**src/rtl/tmr_pkg.sv**
```systemverilog
package tmr_pkg;

    typedef enum logic [1:0] {
        ST_IDLE  = 2'd0,
        ST_CLEAR = 2'd1,
        ST_PAUSE = 2'd2,
        ST_COUNT = 2'd3
    } tmr_state_e;

    // match actions
    localparam logic [1:0] ACT_NONE    = 2'd0;
    localparam logic [1:0] ACT_RESTART = 2'd1;
    localparam logic [1:0] ACT_HALT    = 2'd2;

    // pin behaviour on a match
    localparam logic [1:0] PIN_KEEP   = 2'd0;
    localparam logic [1:0] PIN_LOW    = 2'd1;
    localparam logic [1:0] PIN_HIGH   = 2'd2;
    localparam logic [1:0] PIN_INVERT = 2'd3;

    // register word addresses
    localparam int unsigned RA_CTRL  = 0;
    localparam int unsigned RA_FLAGS = 1;
    localparam int unsigned RA_IEN   = 2;
    localparam int unsigned RA_COUNT = 3;
    localparam int unsigned RA_PLIM  = 4;
    localparam int unsigned RA_PCNT  = 5;
    localparam int unsigned RA_MCFG  = 6;
    localparam int unsigned RA_CCFG  = 7;
    localparam int unsigned RA_MVAL  = 8;

endpackage

```
**src/rtl/tmr_prescale_sm.sv**
```systemverilog
module tmr_prescale_sm
    import tmr_pkg::*;
#(
    parameter int CNT_W = 32
) (
    input  logic             clk,
    input  logic             rst_n,
    input  logic             run,
    input  logic             clr,
    input  logic             pause,
    input  logic [CNT_W-1:0] lim,
    output logic             tick,
    output logic             clear_now,
    output logic [CNT_W-1:0] pre_cnt,
    output tmr_state_e       st
);

    tmr_state_e st_nx;
    logic       advance;

    // state register
    always_ff @(posedge clk or negedge rst_n) begin
        if (!rst_n) st <= ST_IDLE;
        else        st <= st_nx;
    end

    // transitions
    always_comb begin
        st_nx = st;
        unique case (st)
            ST_IDLE: begin
                if (clr)                st_nx = ST_CLEAR;
                else if (run && pause)  st_nx = ST_PAUSE;
                else if (run)           st_nx = ST_COUNT;
            end
            ST_CLEAR: begin
                if (!clr) begin
                    if (!run)           st_nx = ST_IDLE;
                    else if (pause)     st_nx = ST_PAUSE;
                    else                st_nx = ST_COUNT;
                end
            end
            ST_PAUSE: begin
                if (clr)                st_nx = ST_CLEAR;
                else if (!run)          st_nx = ST_IDLE;
                else if (!pause)        st_nx = ST_COUNT;
            end
            ST_COUNT: begin
                if (clr)                st_nx = ST_CLEAR;
                else if (!run)          st_nx = ST_IDLE;
                else if (pause)         st_nx = ST_PAUSE;
            end
            default:                    st_nx = ST_IDLE;
        endcase
    end

    // outputs of the state machine
    always_comb begin
        clear_now = (st == ST_CLEAR);
        advance   = run && !clr && !pause &&
                    ((st == ST_COUNT) || (st == ST_PAUSE));
        tick      = advance && (pre_cnt >= lim);
    end

    always_ff @(posedge clk or negedge rst_n) begin
        if (!rst_n)          pre_cnt <= '0;
        else if (clear_now)  pre_cnt <= '0;
        else if (tick)       pre_cnt <= '0;
        else if (advance)    pre_cnt <= pre_cnt + CNT_W'(1);
    end

endmodule

```
**src/rtl/tmr_match_ch.sv**
```systemverilog
module tmr_match_ch
    import tmr_pkg::*;
#(
    parameter int CNT_W = 32
) (
    input  logic             clk,
    input  logic             rst_n,
    input  logic             tick,
    input  logic [CNT_W-1:0] nxt_val,
    input  logic [CNT_W-1:0] mval,
    input  logic [1:0]       pin_mode,
    output logic             hit,
    output logic             pin
);

    assign hit = tick && (nxt_val == mval);

    always_ff @(posedge clk or negedge rst_n) begin
        if (!rst_n) begin
            pin <= 1'b0;
        end else if (hit) begin
            unique case (pin_mode)
                PIN_KEEP:   pin <= pin;
                PIN_LOW:    pin <= 1'b0;
                PIN_HIGH:   pin <= 1'b1;
                PIN_INVERT: pin <= ~pin;
                default:    pin <= pin;
            endcase
        end
    end

endmodule

```
**src/rtl/tmr_capture_ch.sv**
```systemverilog
module tmr_capture_ch #(
    parameter int CNT_W = 32
) (
    input  logic             clk,
    input  logic             rst_n,
    input  logic             cap_pin,
    input  logic             rise_en,
    input  logic             fall_en,
    input  logic [CNT_W-1:0] count,
    output logic             ev,
    output logic [CNT_W-1:0] cap_val
);

    logic s1, s2, s3;

    always_ff @(posedge clk or negedge rst_n) begin
        if (!rst_n) begin
            s1 <= 1'b0;
            s2 <= 1'b0;
            s3 <= 1'b0;
        end else begin
            s1 <= cap_pin;
            s2 <= s1;
            s3 <= s2;
        end
    end

    assign ev = (rise_en && s2 && !s3) || (fall_en && !s2 && s3);

    always_ff @(posedge clk or negedge rst_n) begin
        if (!rst_n)  cap_val <= '0;
        else if (ev) cap_val <= count;
    end

endmodule

```
**src/rtl/tmr_match_capture.sv**
```systemverilog
module tmr_match_capture
    import tmr_pkg::*;
#(
    parameter int CNT_W   = 32,
    parameter int N_MATCH = 4,
    parameter int N_CAP   = 4,
    parameter int ADDR_W  = 5
) (
    input  logic              clk,
    input  logic              rst_n,
    input  logic              pause_in,
    input  logic [N_CAP-1:0]  cap_in,
    input  logic              reg_we,
    input  logic [ADDR_W-1:0] reg_addr,
    input  logic [CNT_W-1:0]  reg_wdata,
    output logic [CNT_W-1:0]  reg_rdata,
    output logic [N_MATCH-1:0] mat_out,
    output logic              irq
);

    localparam int NF       = N_MATCH + N_CAP;
    localparam int MW       = 4 * N_MATCH;
    localparam int CW       = 2 * N_CAP;
    localparam int CAP_BASE = RA_MVAL + N_MATCH;
    localparam int PIN_ADDR = CAP_BASE + N_CAP;

    logic             run_q, clr_q;
    logic [NF-1:0]    flags_q, ien_q, flags_clr;
    logic [CNT_W-1:0] lim_q, tc_q, nxt_val, pre_cnt;
    logic [MW-1:0]    mcfg_q;
    logic [CW-1:0]    ccfg_q;
    logic [CNT_W-1:0] mval_q  [N_MATCH];
    logic [CNT_W-1:0] cap_val [N_CAP];
    logic [N_MATCH-1:0] hit, halt_mask, restart_mask;
    logic [N_CAP-1:0]   cap_ev;
    logic             tick, clear_now, restart_pend;
    logic             halt_any, restart_any;
    tmr_state_e       st;

    function automatic logic wr_at(input int unsigned a);
        return reg_we && (reg_addr == ADDR_W'(a));
    endfunction

    tmr_prescale_sm #(.CNT_W(CNT_W)) u_pre (
        .clk       (clk),
        .rst_n     (rst_n),
        .run       (run_q),
        .clr       (clr_q),
        .pause     (pause_in),
        .lim       (lim_q),
        .tick      (tick),
        .clear_now (clear_now),
        .pre_cnt   (pre_cnt),
        .st        (st)
    );

    assign nxt_val = restart_pend ? '0 : tc_q + CNT_W'(1);

    for (genvar i = 0; i < N_MATCH; i++) begin : g_match
        tmr_match_ch #(.CNT_W(CNT_W)) u_m (
            .clk      (clk),
            .rst_n    (rst_n),
            .tick     (tick),
            .nxt_val  (nxt_val),
            .mval     (mval_q[i]),
            .pin_mode (mcfg_q[4*i+3 -: 2]),
            .hit      (hit[i]),
            .pin      (mat_out[i])
        );
        assign halt_mask[i]    = (mcfg_q[4*i+1 -: 2] == ACT_HALT);
        assign restart_mask[i] = (mcfg_q[4*i+1 -: 2] == ACT_RESTART);

        always_ff @(posedge clk or negedge rst_n) begin
            if (!rst_n)                  mval_q[i] <= '0;
            else if (wr_at(RA_MVAL + i)) mval_q[i] <= reg_wdata;
        end
    end

    for (genvar k = 0; k < N_CAP; k++) begin : g_cap
        tmr_capture_ch #(.CNT_W(CNT_W)) u_c (
            .clk     (clk),
            .rst_n   (rst_n),
            .cap_pin (cap_in[k]),
            .rise_en (ccfg_q[2*k]),
            .fall_en (ccfg_q[2*k+1]),
            .count   (tc_q),
            .ev      (cap_ev[k]),
            .cap_val (cap_val[k])
        );
    end

    assign halt_any    = |(hit & halt_mask);
    assign restart_any = |(hit & restart_mask);
    assign flags_clr   = wr_at(RA_FLAGS) ? reg_wdata[NF-1:0] : '0;

    // control and configuration registers
    always_ff @(posedge clk or negedge rst_n) begin
        if (!rst_n) begin
            run_q  <= 1'b0;
            clr_q  <= 1'b0;
            ien_q  <= '0;
            lim_q  <= '0;
            mcfg_q <= '0;
            ccfg_q <= '0;
        end else begin
            if (wr_at(RA_CTRL)) begin
                run_q <= reg_wdata[0];
                clr_q <= reg_wdata[1];
            end
            if (halt_any)       run_q  <= 1'b0;
            if (wr_at(RA_IEN))  ien_q  <= reg_wdata[NF-1:0];
            if (wr_at(RA_PLIM)) lim_q  <= reg_wdata;
            if (wr_at(RA_MCFG)) mcfg_q <= reg_wdata[MW-1:0];
            if (wr_at(RA_CCFG)) ccfg_q <= reg_wdata[CW-1:0];
        end
    end

    // timer count and restart bookkeeping
    always_ff @(posedge clk or negedge rst_n) begin
        if (!rst_n) begin
            tc_q         <= '0;
            restart_pend <= 1'b0;
        end else if (clear_now) begin
            tc_q         <= '0;
            restart_pend <= 1'b0;
        end else if (tick) begin
            tc_q         <= nxt_val;
            restart_pend <= restart_any;
        end
    end

    always_ff @(posedge clk or negedge rst_n) begin
        if (!rst_n) flags_q <= '0;
        else        flags_q <= (flags_q & ~flags_clr) | {cap_ev, hit};
    end

    assign irq = |(flags_q & ien_q);

    // read mux
    always_comb begin
        reg_rdata = '0;
        unique case (reg_addr)
            ADDR_W'(RA_CTRL):  reg_rdata = CNT_W'({clr_q, run_q});
            ADDR_W'(RA_FLAGS): reg_rdata = CNT_W'(flags_q);
            ADDR_W'(RA_IEN):   reg_rdata = CNT_W'(ien_q);
            ADDR_W'(RA_COUNT): reg_rdata = tc_q;
            ADDR_W'(RA_PLIM):  reg_rdata = lim_q;
            ADDR_W'(RA_PCNT):  reg_rdata = pre_cnt;
            ADDR_W'(RA_MCFG):  reg_rdata = CNT_W'(mcfg_q);
            ADDR_W'(RA_CCFG):  reg_rdata = CNT_W'(ccfg_q);
            ADDR_W'(PIN_ADDR): reg_rdata = CNT_W'(mat_out);
            default: begin
                for (int i = 0; i < N_MATCH; i++)
                    if (reg_addr == ADDR_W'(RA_MVAL + i)) reg_rdata = mval_q[i];
                for (int k = 0; k < N_CAP; k++)
                    if (reg_addr == ADDR_W'(CAP_BASE + k)) reg_rdata = cap_val[k];
            end
        endcase
    end

endmodule

```
**config.mk**
```make
export PLATFORM = sky130hd
export DESIGN_NAME = tmr_match_capture
export DESIGN_NICKNAME = d
export VERILOG_FILES = /design/src/rtl/tmr_pkg.sv /design/src/rtl/tmr_prescale_sm.sv /design/src/rtl/tmr_match_ch.sv /design/src/rtl/tmr_capture_ch.sv /design/src/rtl/tmr_match_capture.sv
export SDC_FILE = /design/constraint.sdc
export NUM_CORES = 1
export LEC_CHECK = 0
export BUFFER_PORTS_ARGS = -buffer_cell sky130_fd_sc_hd__buf_2
export CAP_MARGIN = 10
export CELL_PAD_IN_SITES_DETAIL_PLACEMENT = 2
export CELL_PAD_IN_SITES_GLOBAL_PLACEMENT = 2
export CORE_MARGIN = 3
export CORE_UTILIZATION = 46
export DETAILED_ROUTE_END_ITERATION = 12
export GPL_TIMING_DRIVEN = 0
export PLACE_DENSITY = 0.84
export SLEW_MARGIN = 20
export SYNTH_ARGS = -nofsm -noshare
export SYNTH_HDL_FRONTEND = slang
export SYNTH_SLANG_ARGS = --single-unit
```
**constraint.sdc**
```tcl
create_clock -name clk -period 6.7 [get_ports clk]
set_input_delay 0.335 -clock clk [delete_from_list [all_inputs] [get_ports clk]]
set_output_delay 0.335 -clock clk [all_outputs]
set_load 0.01 [all_outputs]
```
==> results of run 1 <==
state kept, by name, indices dropped and copies added (netlist names), 16 cells and up:
name and count:
tc_q 32, g_cap.u_c.cap_val 128, mcfg_q 16, lim_q 32
mval_q 128, u_pre.pre_cnt 32
area by class of cell:
class | count | share of cell area (%)
multi-input combinational | 1394 | 43.7
sequential | 413 | 41.2
clock buffer | 69 | 5.50
tap | 607 | 3.03
timing repair buffer | 87 | 2.23
buffer | 134 | 2.17
clock inverter | 16 | 1.19
inverter | 63 | 0.942
antenna | 3 | 0.0299
worst paths after layout:
path | start | end | cells past startpoint | slack (ns)
worst min-delay path | pause_in | u_pre.st[0]$_DFFE_PN0P_ | 3 | 0.02
worst max register to register | tc_q[1]$_DFFE_PN0P_ | g_match[1].u_m.pin$_DFFE_PN0P_ | 13 | 1.23
max in group asynchronous | rst_n | mval_q[124]$_DFFE_PN0P_ | 5 | 4.64
worst max-delay path | tc_q[1]$_DFFE_PN0P_ | g_match[1].u_m.pin$_DFFE_PN0P_ | 13 | 1.23
min in group asynchronous | rst_n | g_cap[3].u_c.s2$_DFF_PN0_ | 2 | 0.24
worst min register to register | g_cap[3].u_c.s1$_DFF_PN0_ | g_cap[3].u_c.s2$_DFF_PN0_ | 0 | 0.35
routing by layer:
layer  part of all wire [%]  GRT usage [%]  vias to the layer above
met3                     11           13.5                      452
met2                     44           67.5                     1477
met1                     38           57.7                    10600
met5                  0.080          0.664                        -
li1                       -              -                     7789
met4                    6.7           24.7                       10
cell usage in the layout (no fill, tap or decap), types with 13 or more instances in the layout:
master     count
clkbuf_16     48
a22o_1        62
ha_1          34
nand2_1      103
nor2b_1       19
mux2_2       320
and2_1        13
and3_1        25
o21ai_0       59
nor2_1        83
clkbuf_1     112
a21oi_1       35
nand4_1       50
a221oi_1      60
xor2_1        74
nand3_1       82
buf_1         16
nor4_1        20
a222oi_1      21
dfrtp_1      413
xnor2_1       44
a22oi_1       47
buf_2         80
inv_1         63
or3_1         22
nor3_1        27
critical path, stage by stage (launching register included):
cell and delay, ns:
dfrtp_1 0.68, ha_1 0.40, and3_1 0.19, clkbuf_1 0.27, nand3_1 0.31, clkbuf_1 0.31, nor4b_1 0.62, or2_1 0.18
clkbuf_1 0.39, xnor2_1 0.23, nand3_1 0.17, a311oi_1 0.94, nand3_1 0.37, o21a_1 0.29
where the power goes:
| part | switching, mW | internal (mW) | leakage, nW |
|---|---|---|---|
| Sequential | 0.408 | 2.73 | 5.48 |
| Clock | 1.22 | 1.70 | 0.820 |
| Combinational | 0.674 | 0.425 | 4.78 |
cells by family after synthesis:
group | count (synthesis)
simple gates | 513
flops | 413
compound gates | 394
mux | 331
buf+inv | 197
xor+xnor | 122
fa+ha+maj | 34
==> qor.yml, run 1 <==
run_status:
  outcome: "finished, final reports clean"
global_route:
  grt_usage_pct: 44.7
  first_global_vias: 21700
  grt_pass1_wl_mm: 163
  antenna_found_initial: 8
  grt_max_degree: 101
  grt_overflow: 0
logic_synthesis:
  synth_fa_ha_area_share_pct: 1.93
  yosysMostFrequentCell: "dfrtp_1"
  syn_area_per_cell_um2: 11.0
  synthTopCellsByArea: "dfrtp_1, mux2_2, xor2_1, a22o_1, a221oi_1"
  synthesis.area_um2: 22100
  yosys.area.top_type: "dfrtp_1"
  yosys-top-cells-count: "dfrtp_1, mux2_2, clkbuf_1"
  synth-compound-area-share_pct: 13.4
  synth_cell_types: 80
  ys_seq_elements: 413
  synth_xor_xnor_area_share_pct: 5.10
  synth_edf_count: 0
  synthSimpleGateAreaFrac_pct: 12.4
  synth_top_family_by_area: "multiplexers"
  ys_warn_count: 0
  synthCells: 2004
  synth-seq-area-share_pct: 46.8
  netlist.area_leader.share_pct: 46.8
  async_flop_share_pct: 100
  synth.area.mux_share_pct: 16.8
  syn_nets: 2083
  synthFlopType: "dfrtp_1"
power_and_ir_drop:
  cellLeakagePower_nw: 11.1
  finalPower_mw: 7.16
  irDropWorstVdd_uv: 223
  power_density_nw_per_um2: 285
drt:
  drtIter0Drc: 2996
  routedWlPerCell_um: 40.8
  first_pass_iters: 9
  vias: 20300
  drt_wl_total_mm: 114
  drcViolationCount: 0
  viasPerCell: 7.30
  drt.antenna.violating_nets: 0
min_path:
  hold_path_class: "input pin to flop"
place:
  routabilityCongestion: 0.984
  placed_cells: 2693
  post-dp-hpwl_mm: 78.8
  pre_cts_slack_ns: 1.50
  dpl_cell_area_um2: 23300
  placement.io_buffers: 78
finish:
  multi_input_area_um2: 11000
  fin_area_um2: 25100
  final_util_pct: 53.5
  seq_area_um2: 10300
  nFillCells: 4629
  drive_gt1_share_pct: 23.4
  area_delta_synth_final_pct: 13.7
  final_nets: 2219
  fin_cells: 2786
die:
  io-pin-count: 82
  core_um2: 47000
  row_count: 79
  dieWidth_um: 225
  die_h_um: 225
  start_util_pct: 47.0
  dieArea_um2: 50600
sta:
  hold_viol_final: 0
  fmax_ghz: 0.183
  fin_ws_ns: 1.23
  final-setup-viol-count: 0
  hold_ws_ns: 0.0216
  rsz0062_at_grt: "no"
  tns_ns: 0
  worstMarginPinSlew_ns: 1.20
  fin_crit_ns: 5.47
  fin_skew_ns: 0.0369
  drv_slew: 0
  fin_crit_sh_pct: 81.6
  slew-limit-headroom_pct: 18.6
clock_tree:
  root_buffer: "clkbuf_16"
  insertion_delay_ns: 0.64
  postCtsSetupBuffers: 0
  clk_path_buf_depth: 3
  cts_buffers: 47
  cts_tree: "built"
  cts-resized-gates: 0
  clock-sinks: 413
  holdBufCountCts: 5
  cts.reportedPaths.clkPinSlew_ns: 0.06
  htree_levels: 2
setup_path:
  crit_path_end_kind: "flop"
  cp_max_fo: 10
  crit_type: "flop to flop"
  worst_setup_path_start_kind: "flop"
  required_ns: 7.20
  worstPathArrival_ns: 5.97
run:
  maxCapViolCount: 0
No activity file was read; power rests on OpenSTA's default activity.
==> run 2: changes to the inputs <==
CORE_UTILIZATION = 38   (was 46)
PLACE_DENSITY = 0.74   (was 0.84)
clock period = 5 ns   (was 6.7 ns; I/O delays follow)
==> run 2 against run 1 <==
First-iteration DRC count shrank 28%; flip-flop and latch count is the same; sequential share of layout area shrank 0.60 points; critical path depth shrank 2; via count shrank 5.0%; utilization shrank 8.7 points; register-to-register slack lost 1.1 ns; wire length shrank 9.2%; fmax grew 12%; hold slack gained 0.0024 ns; worst setup slack lost 1.1 ns.
==> qor.yml, run 2 (synthesis gave the netlist of run 1 again) <==
finish:
  reg_top3: "g_cap.u_c.cap_val x128, mval_q x128"
  drive_gt1_share_pct: 23.5  # +0.066 points
  mostFrequentLayoutCells: "dfrtp_1, mux2_2, clkbuf_1"
  nFillCells: 5808  # +25%
  final_common_cell: "dfrtp_1"
  final_nets: 2241  # +0.99%
  fin_area_um2: 25500  # +1.5%
  area_delta_synth_final_pct: 15.4
  final_util_pct: 44.7  # -8.7 points
  fin_cells: 2962  # +6.3%
sta:
  fin_skew_ns: 0.0339  # -0.00307 ns
  slew-limit-headroom_pct: 14.8  # -3.8 points
  fin_crit_ns: 4.87  # -0.603 ns
  drv_slew: 0  # unchanged
  fmax_ghz: 0.205  # +12%
  fin_crit_sh_pct: 97.3  # +16 points
  rsz0062_at_grt: "no"
  hold_viol_final: 0  # unchanged
  final-setup-viol-count: 0  # unchanged
  hold_ws_ns: 0.0240  # +0.00240 ns
  tns_ns: 0  # unchanged
  worstMarginPinSlew_ns: 1.28  # +0.0738 ns
setup_path:
  rr_worst_depth: 11  # -2
  required_ns: 5.47  # -1.73 ns
  crit_path_end_kind: "flop"
  crit_type: "flop to flop"
  r2r_end: "run_q$_DFFE_PN0P_"
  worstPathArrival_ns: 5.34  # -0.63 ns
  rr_startpoint: "tc_q[1]$_DFFE_PN0P_"
  cp_max_fo: 10  # unchanged
  worst_setup_path_start_kind: "flop"
  rrSetupSlack_ns: 0.13  # -1.10 ns
clock_tree:
  root_buffer: "clkbuf_16"
  postCtsSetupBuffers: 0  # unchanged
  cts_buffers: 50  # +6.4%
  clock-sinks: 413  # unchanged
  cts_tree: "built"
  insertion_delay_ns: 0.61  # -0.03 ns
  clk_path_buf_depth: 3  # unchanged
  cts.reportedPaths.clkPinSlew_ns: 0.06  # about the same
  htree_levels: 2  # unchanged
place:
  placed_cells: 2843  # +5.6%
  dpl_cell_area_um2: 23500  # +0.85%
  routabilityCongestion: 0.952  # -3.2%
  placement.io_buffers: 78  # unchanged
  post-dp-hpwl_mm: 76.2  # -3.3%
drt:
  drcViolationCount: 0  # unchanged
  first_pass_iters: 6  # -3
  routedWlPerCell_um: 34.8  # -15%
  drt.antenna.violating_nets: 0  # unchanged
  vias: 19300  # -5.0%
  drt_wl_total_mm: 103  # -9.2%
  drtIter0Drc: 2144  # -28%
  viasPerCell: 6.53  # -11%
run:
  maxCapViolCount: 0  # unchanged
global_route:
  grt_overflow: 0  # unchanged
  grt_max_degree: 96  # -5.0%
  antenna_found_initial: 2  # -6
  grt_pass1_wl_mm: 149  # -9.0%
  grt_usage_pct: 33.8  # -11 points
  first_global_vias: 20600  # -5.5%
min_path:
  worstHoldStart: "reg_wdata[18]"
  holdPathEnd: "lim_q[18]$_DFFE_PN0P_"
  hold_depth: 2  # -1
  hold_path_class: "input pin to flop"
die:
  core_um2: 56900  # +21%
  io-pin-count: 82  # unchanged
  dieArea_um2: 61000  # +20%
  row_count: 87  # +10%
  dieWidth_um: 247  # +9.8%
  start_util_pct: 38.8  # -8.2 points
  die_h_um: 247  # +9.8%
power_and_ir_drop:
  power_density_nw_per_um2: 366  # +28%
  cellLeakagePower_nw: 11.2  # +0.61%
  irDropWorstVdd_uv: 262  # +18%
run_status:
  outcome: "finished, final reports clean"
run 2: how the worst max path moves through the flow:
stage / start / end / slack, ns / cells past startpoint
floorplan: tc_q[0]$_DFFE_PN0P_ / g_match[2].u_m.pin$_DFFE_PN0P_ / 1.57 / 11
global placement: rst_n / g_cap[3].u_c.cap_val[27]$_DFFE_PN0P_ / -4.97 / 1
detailed placement: tc_q[1]$_DFFE_PN0P_ / g_match[1].u_m.pin$_DFFE_PN0P_ / -0.14 / 13
CTS: tc_q[1]$_DFFE_PN0P_ / run_q$_DFFE_PN0P_ / 0.02 / 13
global route: tc_q[1]$_DFFE_PN0P_ / g_match[0].u_m.pin$_DFFE_PN0P_ / 0.03 / 13
finish: tc_q[1]$_DFFE_PN0P_ / run_q$_DFFE_PN0P_ / 0.13 / 11
run 2: critical path: stages, from the launching register on:
cell       delay [ns]
dfrtp_2          0.50
ha_1             0.36
and3_1           0.20
clkbuf_1         0.30
nand3_1          0.29
clkbuf_1         0.33
o31a_1           0.39
o21ai_1          0.66
a2bb2oi_1        0.29
nor4b_2          0.88
nand4_1          0.20
and3_1           0.31
run 2: area by class of cell:
type	count	area, um^2	share of cell area (%)
Timing Repair Buffer	106	746	2.93
Multi-Input combinational cell	1394	11000	43.2
Inverter	63	236	0.928
Clock inverter	18	219	0.860
Tap cell	756	946	3.71
Antenna cell	2	5.00	0.0196
Clock buffer	76	1440	5.65
Sequential cell	413	10300	40.6
Buffer	134	543	2.13
run 2: layer usage:
layer | global-route usage (%) | routed length, um | part of all wire, % | vias up
met4 | 13.5 | 4730 | 4.6 | 2
met5 | 0 | 11 | 0.011 | -
met3 | 5.34 | 8110 | 7.9 | 217
met1 | 47.4 | 44300 | 43 | 10400
met2 | 52.2 | 45900 | 45 | 906
li1 | - | - | - | 7836
run 2: per-stage QoR:
step | setup WS (ns) | power (mW)
detailed placement | -0.145 | 5.50
CTS | 0.0238 | 9.29
global route | 0.0312 | 9.58
global placement | -4.97 | 5.40
floorplan | 1.57 | 4.75
finish | 0.134 | 9.32
run 2: where the power goes:
group | leakage, nW | internal, mW | switching [mW]
combinational | 4.85 | 0.575 | 0.811
clock | 0.814 | 2.20 | 1.58
sequential | 5.48 | 3.66 | 0.495
total | 11.2 | 6.44 | 2.88
run 2: timing repair:
| item | CTS | global route |
|---|---|---|
| gates resized for setup | 2 | 7 |
| endpoints found under the hold margin | 149 | 0 |
| endpoints found under the setup margin | 6 | 29 |
| hold buffers | 23 | 0 |
